### src/rtl/fst_pkg.sv
package fst_pkg;

   // Per-channel stimulus decoded in the top level.
   typedef struct packed {
      logic fs;    // Frame Start for this channel
      logic fe;    // Frame End for this channel
      logic hit;   // payload error charged to this channel
   } fst_chan_ev_t;

   function automatic int unsigned fst_vc_width(input int unsigned n);
      return (n > 1) ? $clog2(n) : 1;
   endfunction

endpackage

### src/rtl/fst_w1c_bank.sv
module fst_w1c_bank #(
   parameter int unsigned WIDTH = 9
) (
   input  logic             clk,
   input  logic             rst_n,
   input  logic [WIDTH-1:0] set_i,
   input  logic [WIDTH-1:0] clr_i,
   output logic [WIDTH-1:0] q_o
);

   if (WIDTH < 1) begin : g_bad_width
      $error("fst_w1c_bank: WIDTH must be at least 1");
   end

   for (genvar b = 0; b < WIDTH; b++) begin : g_bit
      logic bit_q;

      always_ff @(posedge clk) begin
         if (!rst_n) bit_q <= 1'b0;
         else        bit_q <= set_i[b] | (bit_q & ~clr_i[b]);
      end

      assign q_o[b] = bit_q;

      AST_SET_BEATS_CLEAR: assert property (@(posedge clk) disable iff (!rst_n)
         set_i[b] |=> q_o[b]);
      AST_CLEAR_TAKES: assert property (@(posedge clk) disable iff (!rst_n)
         (clr_i[b] && !set_i[b]) |=> !q_o[b]);
      AST_STICKY: assert property (@(posedge clk) disable iff (!rst_n)
         (!clr_i[b] && q_o[b]) |=> q_o[b]);
   end

endmodule

### src/rtl/fst_vc_tracker.sv
module fst_vc_tracker
   import fst_pkg::*;
(
   input  logic         clk,
   input  logic         rst_n,
   input  fst_chan_ev_t ev_i,
   output logic         sync_set_o,
   output logic         ferr_set_o
);

   logic in_frame_q;
   logic acc_q;
   logic acc_now;

   // Error seen so far in this frame, including this cycle.
   assign acc_now    = acc_q | (ev_i.hit & in_frame_q);
   assign sync_set_o = ev_i.fe & ~in_frame_q;
   assign ferr_set_o = ev_i.fe & in_frame_q & acc_now;

   always_ff @(posedge clk) begin
      if (!rst_n) begin
         in_frame_q <= 1'b0;
         acc_q      <= 1'b0;
      end else if (ev_i.fs) begin
         in_frame_q <= 1'b1;
         acc_q      <= ev_i.hit;
      end else if (ev_i.fe) begin
         in_frame_q <= 1'b0;
         acc_q      <= 1'b0;
      end else begin
         acc_q      <= acc_now;
      end
   end

   AST_FS_OPENS: assert property (@(posedge clk) disable iff (!rst_n)
      ev_i.fs |=> in_frame_q);
   AST_FE_CLOSES: assert property (@(posedge clk) disable iff (!rst_n)
      (ev_i.fe && !ev_i.fs) |=> !in_frame_q);
   AST_RESTART_DROPS: assert property (@(posedge clk) disable iff (!rst_n)
      (ev_i.fs && !ev_i.hit) |=> !acc_q);
   AST_IDLE_NO_ACC: assert property (@(posedge clk) disable iff (!rst_n)
      (!in_frame_q && !ev_i.fs) |=> !acc_q);

endmodule

### src/rtl/fst_frame_sync_tracker.sv
module fst_frame_sync_tracker
   import fst_pkg::*;
#(
   parameter int unsigned NUM_VC  = 4,
   parameter int unsigned DT_W    = 6,
   parameter int unsigned FS_CODE = 0,
   parameter int unsigned FE_CODE = 1,
   localparam int unsigned VC_W   = fst_vc_width(NUM_VC),
   localparam int unsigned ST_W   = 2 * NUM_VC + 1
) (
   input  logic              clk,
   input  logic              rst_n,
   input  logic              sp_valid,
   input  logic [DT_W-1:0]   sp_dtype,
   input  logic [VC_W-1:0]   sp_vc,
   input  logic              perr_valid,
   input  logic [VC_W-1:0]   perr_vc,
   input  logic              sot_sync_err,
   input  logic              wr_en,
   input  logic [ST_W-1:0]   wr_data,
   output logic [NUM_VC-1:0] sync_err,
   output logic [NUM_VC-1:0] frame_err,
   output logic              frame_rcvd
);

   localparam int unsigned RCVD_POS = 0;
   localparam int unsigned SYNC_LSB = 1;
   localparam int unsigned FERR_LSB = NUM_VC + 1;

   if (NUM_VC < 1) begin : g_bad_vc
      $error("fst_frame_sync_tracker: NUM_VC must be at least 1");
   end
   if (FS_CODE == FE_CODE) begin : g_bad_codes
      $error("fst_frame_sync_tracker: marker codes must differ");
   end
   if (FS_CODE >= (1 << DT_W) || FE_CODE >= (1 << DT_W)) begin : g_bad_dt
      $error("fst_frame_sync_tracker: marker code exceeds DT_W");
   end

   logic is_fs, is_fe;
   logic [VC_W-1:0]   last_vc_q;
   logic [NUM_VC-1:0] fs_vec, fe_vec;
   logic [NUM_VC-1:0] trk_sync, trk_ferr, sot_sync;
   logic [ST_W-1:0]   set_vec, clr_vec, st_q;

   assign is_fs = sp_valid && (sp_dtype == DT_W'(FS_CODE));
   assign is_fe = sp_valid && (sp_dtype == DT_W'(FE_CODE));

   // Most recent channel that carried a frame marker.
   always_ff @(posedge clk) begin
      if (!rst_n)              last_vc_q <= '0;
      else if (is_fs || is_fe) last_vc_q <= sp_vc;
   end

   for (genvar c = 0; c < NUM_VC; c++) begin : g_chan
      fst_chan_ev_t ev;
      logic sot_here;

      assign sot_here  = sot_sync_err && (last_vc_q == VC_W'(c));
      assign fs_vec[c] = is_fs && (sp_vc == VC_W'(c));
      assign fe_vec[c] = is_fe && (sp_vc == VC_W'(c));
      assign ev.fs     = fs_vec[c];
      assign ev.fe     = fe_vec[c];
      assign ev.hit    = (perr_valid && (perr_vc == VC_W'(c))) || sot_here;
      assign sot_sync[c] = sot_here;

      fst_vc_tracker u_trk (
         .clk        (clk),
         .rst_n      (rst_n),
         .ev_i       (ev),
         .sync_set_o (trk_sync[c]),
         .ferr_set_o (trk_ferr[c])
      );

      assign set_vec[SYNC_LSB + c] = trk_sync[c] | sot_sync[c];
      assign set_vec[FERR_LSB + c] = trk_ferr[c];
      assign sync_err[c]  = st_q[SYNC_LSB + c];
      assign frame_err[c] = st_q[FERR_LSB + c];
   end

   assign set_vec[RCVD_POS] = is_fe;
   assign clr_vec           = wr_en ? wr_data : '0;
   assign frame_rcvd        = st_q[RCVD_POS];

   fst_w1c_bank #(.WIDTH(ST_W)) u_status (
      .clk   (clk),
      .rst_n (rst_n),
      .set_i (set_vec),
      .clr_i (clr_vec),
      .q_o   (st_q)
   );

   AST_FE_MARKS_RCVD: assert property (@(posedge clk) disable iff (!rst_n)
      is_fe |=> frame_rcvd);
   AST_ONE_CHANNEL: assert property (@(posedge clk) disable iff (!rst_n)
      $onehot0(fs_vec | fe_vec));
   AST_SOT_CHARGED: assert property (@(posedge clk) disable iff (!rst_n)
      sot_sync_err |=> sync_err[$past(last_vc_q)]);
   AST_OTHER_TYPE_KEEPS_VC: assert property (@(posedge clk) disable iff (!rst_n)
      (sp_valid && !is_fs && !is_fe) |=> $stable(last_vc_q));

endmodule

### config.mk
export PLATFORM = sky130hd
export DESIGN_NAME = fst_frame_sync_tracker
export DESIGN_NICKNAME = d
export VERILOG_FILES = /design/src/rtl/fst_pkg.sv /design/src/rtl/fst_w1c_bank.sv /design/src/rtl/fst_vc_tracker.sv /design/src/rtl/fst_frame_sync_tracker.sv
export SDC_FILE = /design/constraint.sdc
export NUM_CORES = 1
export LEC_CHECK = 0
export BUFFER_PORTS_ARGS = -buffer_cell sky130_fd_sc_hd__buf_4
export CAP_MARGIN = 25
export CORE_AREA = 2 2 58 60
export CTS_CLUSTER_SIZE = 12
export DETAILED_ROUTE_END_ITERATION = 7
export DIE_AREA = 0 0 60 62
export GPL_TIMING_DRIVEN = 1
export PLACE_DENSITY_LB_ADDON = 0.3
export SYNTH_ARGS = -nofsm -noshare
export SYNTH_HDL_FRONTEND = slang
export SYNTH_HIERARCHICAL = 1
export SYNTH_SLANG_ARGS = --single-unit
### constraint.sdc
create_clock -name clk -period 3 [get_ports clk]
set_clock_uncertainty 0.05 [all_clocks]
set_input_delay 0.75 -clock clk [delete_from_list [all_inputs] [get_ports clk]]
set_output_delay 0.75 -clock clk [all_outputs]
set_load 0.01 [all_outputs]
==> results.md, run 1 <==
* Outcome: completed
* Net switching power at 0.1115 mW
* Crit share post-route at a little under three fifths
* Critical Path Fanout Max at 5
* # clock sinks at 19
* Vias in the first global route at approximately 910
* Worst-Skew Late Latency at roughly 0.30 ns
* Syn_nets at 155
* Vias per std cell at approximately 4.7
* Core ar. at between 0.003 and 0.004 mm2
* Sequential share of the synthesized area at 31.47%
* Class of the worst hold path: flip-flop to flip-flop
* Final #Nets at about 180
* Fraction of the mapped netlist area in compound gates at a little under a fifth
* DRT Wirelength at 2.334 mm
* Worst-path cell chain: buf_4 > nor2_4 > nand4_2 > nor2_1 > and2b_2 > o21bai_1 > o21a_1
* FF-to-FF setup slack at around 1.7 ns
* Initial antenna violation count at 0
* Pwr/cell area at approximately 310 mW/mm2
* First-iteration detailed-routing DRC count at 23
* Setup crit start kind: primary input
* I/O pin count at 34
* Final min period at about 1.7 ns
* Synth Area in Simple Gates at 39.86%
* Post-CTS Setup Repair Bufs at 0
* Clk root buf: clkbuf_4
* Crit path from: sp_dtype[2]
* Clk pwr share at between 20% and 30%
* Worst path depth at 7
* Delay-heaviest family, CP: simple AND/OR/NAND/NOR gates
* Setup crit end kind: flip-flop
* Fillers at 320
* Resized Gates After CTS at 0
* Antenna fix cells at 0
* WP data required at between 3 and 4 ns
* Largest net degree at the start of global routing at 26
* DP Area at 0.001435 mm2
* Seq. cell area at around 380 um2
* Buffers on Ports at 33
* Flops & latches, synth at 19
* Initial core utilization at 38.02%
* Combinational power share at 14.8%
* Share of layout cells above drive strength 1 at 36.31%
* Worst slack at placement at 0.9865 ns
* Final worst slack at 1.283 ns
* CP Data Arrival Time at 1.92 ns
* Rows at 21
* Vert. Die Dim at 62 um
* DR vias at around 960
* Crit Path Category: primary input to flip-flop
* Gr ovfl total at 0
* Combinational family with the most area after synthesis: simple AND/OR/NAND/NOR gates
* Worst setup path end: u_status/g_bit[2].bit_q$_SDFF_PN0_
* Synth Area in XOR/XNOR at 0%
* First-pass GRT wire length at between 3 and 4 mm
* Number of max-cap violations at 0
* Synth cell types at 27
* RR Startpoint: last_vc_q[0]$_SDFFE_PN0P_
* Gr usage total at between 10 and 15%
* Relative slew margins at 73.22%
* Setup violators final at 0
* CTS tree: done
* Syn-to-layout area delta at 20.91%
* Area of the die at 0.003720 mm2
* Bufs on Longest Clock Path at 2
* Clk slew on worst S/H paths at between 0.1 and 0.15 ns
* Fin. Hold Viols at 0
* Antenna Violating Nets Remaining at 0
* Max Freq at about 580 MHz
* Switching power share of the total at 24.66%
* P_leak at around 0.65 nW
* Drt first pass iters at 4
* DR WL/cell at about 11 um
* Total CTS buffers at 3
* Setup_tns at 0 ns
* Chip Width at ~60 um
* Slowest CP cell: nor2_1
* Multi-input logic area at 726.9 um2
* Residual DRC at 0
* Peak supply drop at between 0.1 and 0.15 mV
* CP bufs+invs at 1
* Hold_buf cts at 0
* Unrepaired setup endpoints after global routing: false
* H-tree lvl count at 1
* Fin area at 0.001461 mm2
* Post-DP HPWL at 1.859 mm
* Mux contribution to synthesized area at 1.656%
* Synth warn at 6
* Sequential cell fraction of total power at 56.4%
* Mapped cell area at around 0.0012 mm2
* Syn avg cell area at between 9 and 10 um2
* Reg2reg path depth at 4
* Gpl congestion at 0.7336
* Worst flop-to-flop path endpoint: u_status/g_bit[7].bit_q$_SDFF_PN0_
* CP max stage delay at around 0.29 ns
* Post-Synth Adder-Cell Area at 0%
* Total internal power at between 0.3 and 0.4 mW
* Mapped Cells at 130
* Worst slew pin tran at 0.3975 ns
* Slew Viols, Final at 0
## worst reg2reg max path: stages, from the launching register on
cell and delay (ns):
dfxtp_1 0.41, nand3b_1 0.16, o21ai_0 0.18, o211a_1 0.27, o21a_1 0.18
## Yosys cell counts
cell type	number	area share, %
nand2b_1	14	7.2
o21bai_1	2	1.2
dfxtp_1	19	31
a21boi_1	4	2.5
o22ai_1	2	1.0
and2b_2	4	2.9
nand3_1	5	2.1
nor2_1	3	0.93
o21ai_1	4	1.7
o211a_1	4	3.3
nor4_2	1	1.0
o21a_1	9	5.6
nand3b_1	1	0.62
nand3_4	1	1.4
a22oi_1	4	2.5
and2_1	9	4.7
nor3_1	2	0.83
nand2_1	7	2.2
nor2_4	2	1.9
buf_6	1	0.93
buf_4	9	5.6
inv_1	6	1.9
o21ai_0	2	0.83
nand4_2	1	1.0
nor2b_4	10	11
mux2i_1	2	1.7
nor3_2	2	1.7
## worst min-delay path by stage
stage	from	endpoint	cells after the start
final	g_chan[2].u_trk/in_frame_q$_SDFFE_PN0P_	g_chan[2].u_trk/in_frame_q$_SDFFE_PN0P_	2
after global routing	g_chan[2].u_trk/in_frame_q$_SDFFE_PN0P_	g_chan[2].u_trk/in_frame_q$_SDFFE_PN0P_	2
after CTS	g_chan[2].u_trk/in_frame_q$_SDFFE_PN0P_	g_chan[2].u_trk/in_frame_q$_SDFFE_PN0P_	2
after detailed placement	g_chan[2].u_trk/in_frame_q$_SDFFE_PN0P_	g_chan[2].u_trk/in_frame_q$_SDFFE_PN0P_	2
after global placement	g_chan[2].u_trk/in_frame_q$_SDFFE_PN0P_	g_chan[2].u_trk/in_frame_q$_SDFFE_PN0P_	2
after floorplan	last_vc_q[0]$_SDFFE_PN0P_	last_vc_q[0]$_SDFFE_PN0P_	2
## cell usage in the layout, fill, tap and decap left out
cell type / synthesis / layout
buf_4: 9 / 33
dfxtp_1: 19 / 19
nand2b_1: 14 / 14
nor2b_4: 10 / 10
and2_1: 9 / 9
o21a_1: 9 / 9
nand2_1: 7 / 7
inv_1: 6 / 6
nand3_1: 5 / 5
and2b_2: 4 / 4
o211a_1: 4 / 4
a22oi_1: 4 / 4
o21ai_1: 4 / 4
a21boi_1: 4 / 4
nor2_1: 3 / 3
clkbuf_4: 0 / 3
nor2_4: 2 / 2
nor3_2: 2 / 2
o22ai_1: 2 / 2
o21bai_1: 2 / 2
nor3_1: 2 / 2
o21ai_0: 2 / 2
mux2i_1: 2 / 2
nand3_4: 1 / 1
nor4_2: 1 / 1
nand4_2: 1 / 1
nand3b_1: 1 / 1
clkbuf_1: 0 / 1
## logic make-up after synthesis
kind of cell | after synthesis
AOI/OAI and AO/OA | 31
buffers and inverters | 16
DFF | 19
muxes | 2
and+or+nand+nor | 62
## metal layers
layer | track usage, % | up-vias | part of all wire, %
li1 | - | 491 | -
met1 | 16.94 | 444 | 46
met2 | 23.45 | 24 | 50
met3 | 1.656 | 0 | 3.6
met4 | 7.937 | 0 | 0
met5 | 0 | - | 0
## layout make-up
class,count,area share (%)
clock buffer,4,1.798
multi-input combinational,95,49.74
inverter,6,1.541
tap,46,3.938
sequential,19,26.03
timing repair buffer,33,16.95
## per-stage QoR
| stage | hold slack (ns) | power, mW | std cells | utilization [%] |
|---|---|---|---|---|
| floorplan | 0.4173 | 0.2915 | 130 | - |
| detailed placement | 0.4454 | 0.3286 | 199 | 45.14 |
| CTS | 0.4630 | 0.4612 | 203 | 45.97 |
| global placement | 0.4298 | 0.3264 | 199 | 45.14 |
| finish | 0.4592 | 0.4521 | 203 | 45.97 |
| global route | 0.4884 | 0.4773 | 203 | 45.97 |
## power by group through the flow
stage / registers, mW / clock network (mW) / logic, mW
2_1_floorplan: 0.260 / 0 / 0.0312
3_3_place_gp: 0.260 / 0 / 0.0660
3_5_place_dp: 0.261 / 0 / 0.0680
4_1_cts: 0.255 / 0.138 / 0.0680
5_1_grt: 0.255 / 0.148 / 0.0741
6_report: 0.255 / 0.130 / 0.0669
## state kept, by name (all words and copies together), names as in the netlist
signal,count
u_status/g_bit.bit_q,9
g_chan.u_trk/acc_q,4
g_chan.u_trk/in_frame_q,4
last_vc_q,2
Power figures use the tool's default switching activity.
==> run 2, diff against run 1 <==
- clock period: 3 -> 1.7 ns (I/O delays scaled with it)
==> results.md, run 2 (same netlist as run 1, synthesis figures left out) <==
* Outcome: completed
* Buffers on Ports at 33
* Net switching power at a little under 0.2 mW
* DP Area at roughly 0.0014 mm2
* Seq. cell area at between 300 and 400 um2
* # clock sinks at 19
* Unrepaired setup endpoints after global routing: false
* Slew Viols, Final at 0
* Antenna Violating Nets Remaining at 0
* Vert. Die Dim at 62 um
* I/O pin count at 34
* Fillers at 320
* Rows at 21
* Largest Register: u_status/g_bit.bit_q
* Gr ovfl total at 0
* Multi-input logic area at 726.9 um2
* CP max stage delay at slightly below 0.3 ns
* Largest net degree at the start of global routing at 26
* Pwr/cell area at 545.9 mW/mm2
* Vias per std cell at around 4.7
* Largest regs: u_status/g_bit.bit_q x9, g_chan.u_trk/acc_q x4, g_chan.u_trk/in_frame_q x4
* Most frequent cells in the layout: 33 x buf_4, 19 x dfxtp_1, 14 x nand2b_1
* CP Data Arrival Time at 1.59 ns
* Initial core utilization at between 30% and 40%
* Gr busiest metal: met2
* Setup crit end kind: flip-flop
* M1 GR Usage at roughly 17%
* First-pass GRT wire length at slightly below 4 mm
* CP bufs+invs at 1
* First-iteration detailed-routing DRC count at 23
* Worst slew pin tran at 0.3975 ns
* H-tree lvl count at 1
* Number of max-cap violations at 0
* Commonest non-fill, non-tap cell in the layout: buf_4
* Delay-heaviest family, CP: simple AND/OR/NAND/NOR gates
* Final min period at ~1.4 ns
* WP data required at approximately 1.9 ns
* Hold_buf cts at 0
* P_leak at between 0.6 and 0.7 nW
* DR vias at ~960
* Share of layout cells above drive strength 1 at between 30 and 40%
* Crit share post-route at about 82%
* Class of the worst hold path: primary input to flip-flop
* Largest register FFs at 9
* Chip Width at 60 um
* Util after Layout at a little under half
* Switching power share of the total at about a quarter
* Post-CTS Setup Repair Bufs at 0
* Antenna fix cells at 0
* Clk root buf: clkbuf_4
* Final worst slack at slightly above 0.3 ns
* Crit Path Category: primary input to flip-flop
* Peak supply drop at between 0.2 and 0.25 mV
* Vias in the first global route at approximately 900
* Total CTS buffers at 3
* Post-DP HPWL at ~1.9 mm
* Area of the die at about 0.0037 mm2
* Setup crit start kind: primary input
* Final hold slack at approximately 0.36 ns
* Max Freq at 718.4 MHz
* Setup violators final at 0
* Initial antenna violation count at 0
* Syn-to-layout area delta at 20.91%
* Final #Nets at between 150 and 200
* Clk pwr share at 28.8%
* Fin area at roughly 0.0015 mm2
* Relative slew margins at approximately 73%
* Fin. Hold Viols at 0
* Total internal power at 0.6010 mW
* Residual DRC at 0
* Worst-path cell chain: buf_4 > nor2_4 > nand4_2 > nor2_1 > and2b_2 > o21bai_1 > o21a_1
* Sequential cell fraction of total power at between 50% and 60%
* Slowest CP cell: nor2_1
* Setup_tns at 0 ns
* CTS tree: done
* DR WL/cell at ~12 um
* DRT Wirelength at around 2.3 mm
* Clk slew on worst S/H paths at 0.11 ns
* Drt first pass iters at 4
* Met3 usage at ~1.7%
* Worst slack at placement at 0.01151 ns
* Critical Path Fanout Max at 5
* Worst-Skew Late Latency at around 0.30 ns
* Combinational power share at ~15%
* Resized Gates After CTS at 0
* Bufs on Longest Clock Path at 2
* Core ar. at around 0.0032 mm2
* M2 GR Usage at about a quarter
* Gr usage total at roughly 14%
* Gpl congestion at approximately 0.73
## run 2: cell counts in the layout (fill, tap and decap cells not counted)
No cell type changed its count.
## run 2: per-layer routing
layer  wire length [um]  vias up
li1                   -      491
met1               1080      442
met2               1173       24
met3                 84        0
met4                  0        0
met5                  0        -
## run 2: power groups by stage
stage                     combinational, mW  clock (mW)  sequential [mW]
after CTS                             0.120       0.244            0.450
after global placement                0.117           0            0.460
after detailed placement              0.120           0            0.460
after global routing                  0.131       0.261            0.450
final                                 0.118       0.230            0.450
after floorplan                      0.0550           0            0.459
## run 2: final timing paths
path / start / endpoint / slack [ns] / cells past startpoint
setup / recovery: sp_dtype[2] / u_status/g_bit[2].bit_q$_SDFF_PN0_ / 0.31 / 7
hold / removal: sp_vc[0] / last_vc_q[0]$_SDFFE_PN0P_ / 0.36 / 3
setup reg to reg: last_vc_q[0]$_SDFFE_PN0P_ / u_status/g_bit[7].bit_q$_SDFF_PN0_ / 0.36 / 4
hold reg to reg: g_chan[2].u_trk/in_frame_q$_SDFFE_PN0P_ / g_chan[2].u_trk/in_frame_q$_SDFFE_PN0P_ / 0.46 / 2
## run 2: stage by stage
stage | power (mW) | cells
2_1_floorplan | 0.5143 | 130
3_3_place_gp | 0.5761 | 199
3_5_place_dp | 0.5799 | 199
4_1_cts | 0.8138 | 203
5_1_grt | 0.8423 | 203
6_report | 0.7978 | 203
## run 2: area by class of cell
type | instances | share of cell area (%)
clock buffers | 4 | 1.798
inverters | 6 | 1.541
multi-input cells | 95 | 49.74
flip-flops and latches | 19 | 26.03
well taps | 46 | 3.938
repair buffers | 33 | 16.95
## run 2: worst register-to-register path, delay by kind of cell (launching register included)
kind / cells / cell delay, ns
flops: 1 / 0.41
compound gates: 3 / 0.63
simple gates: 1 / 0.16
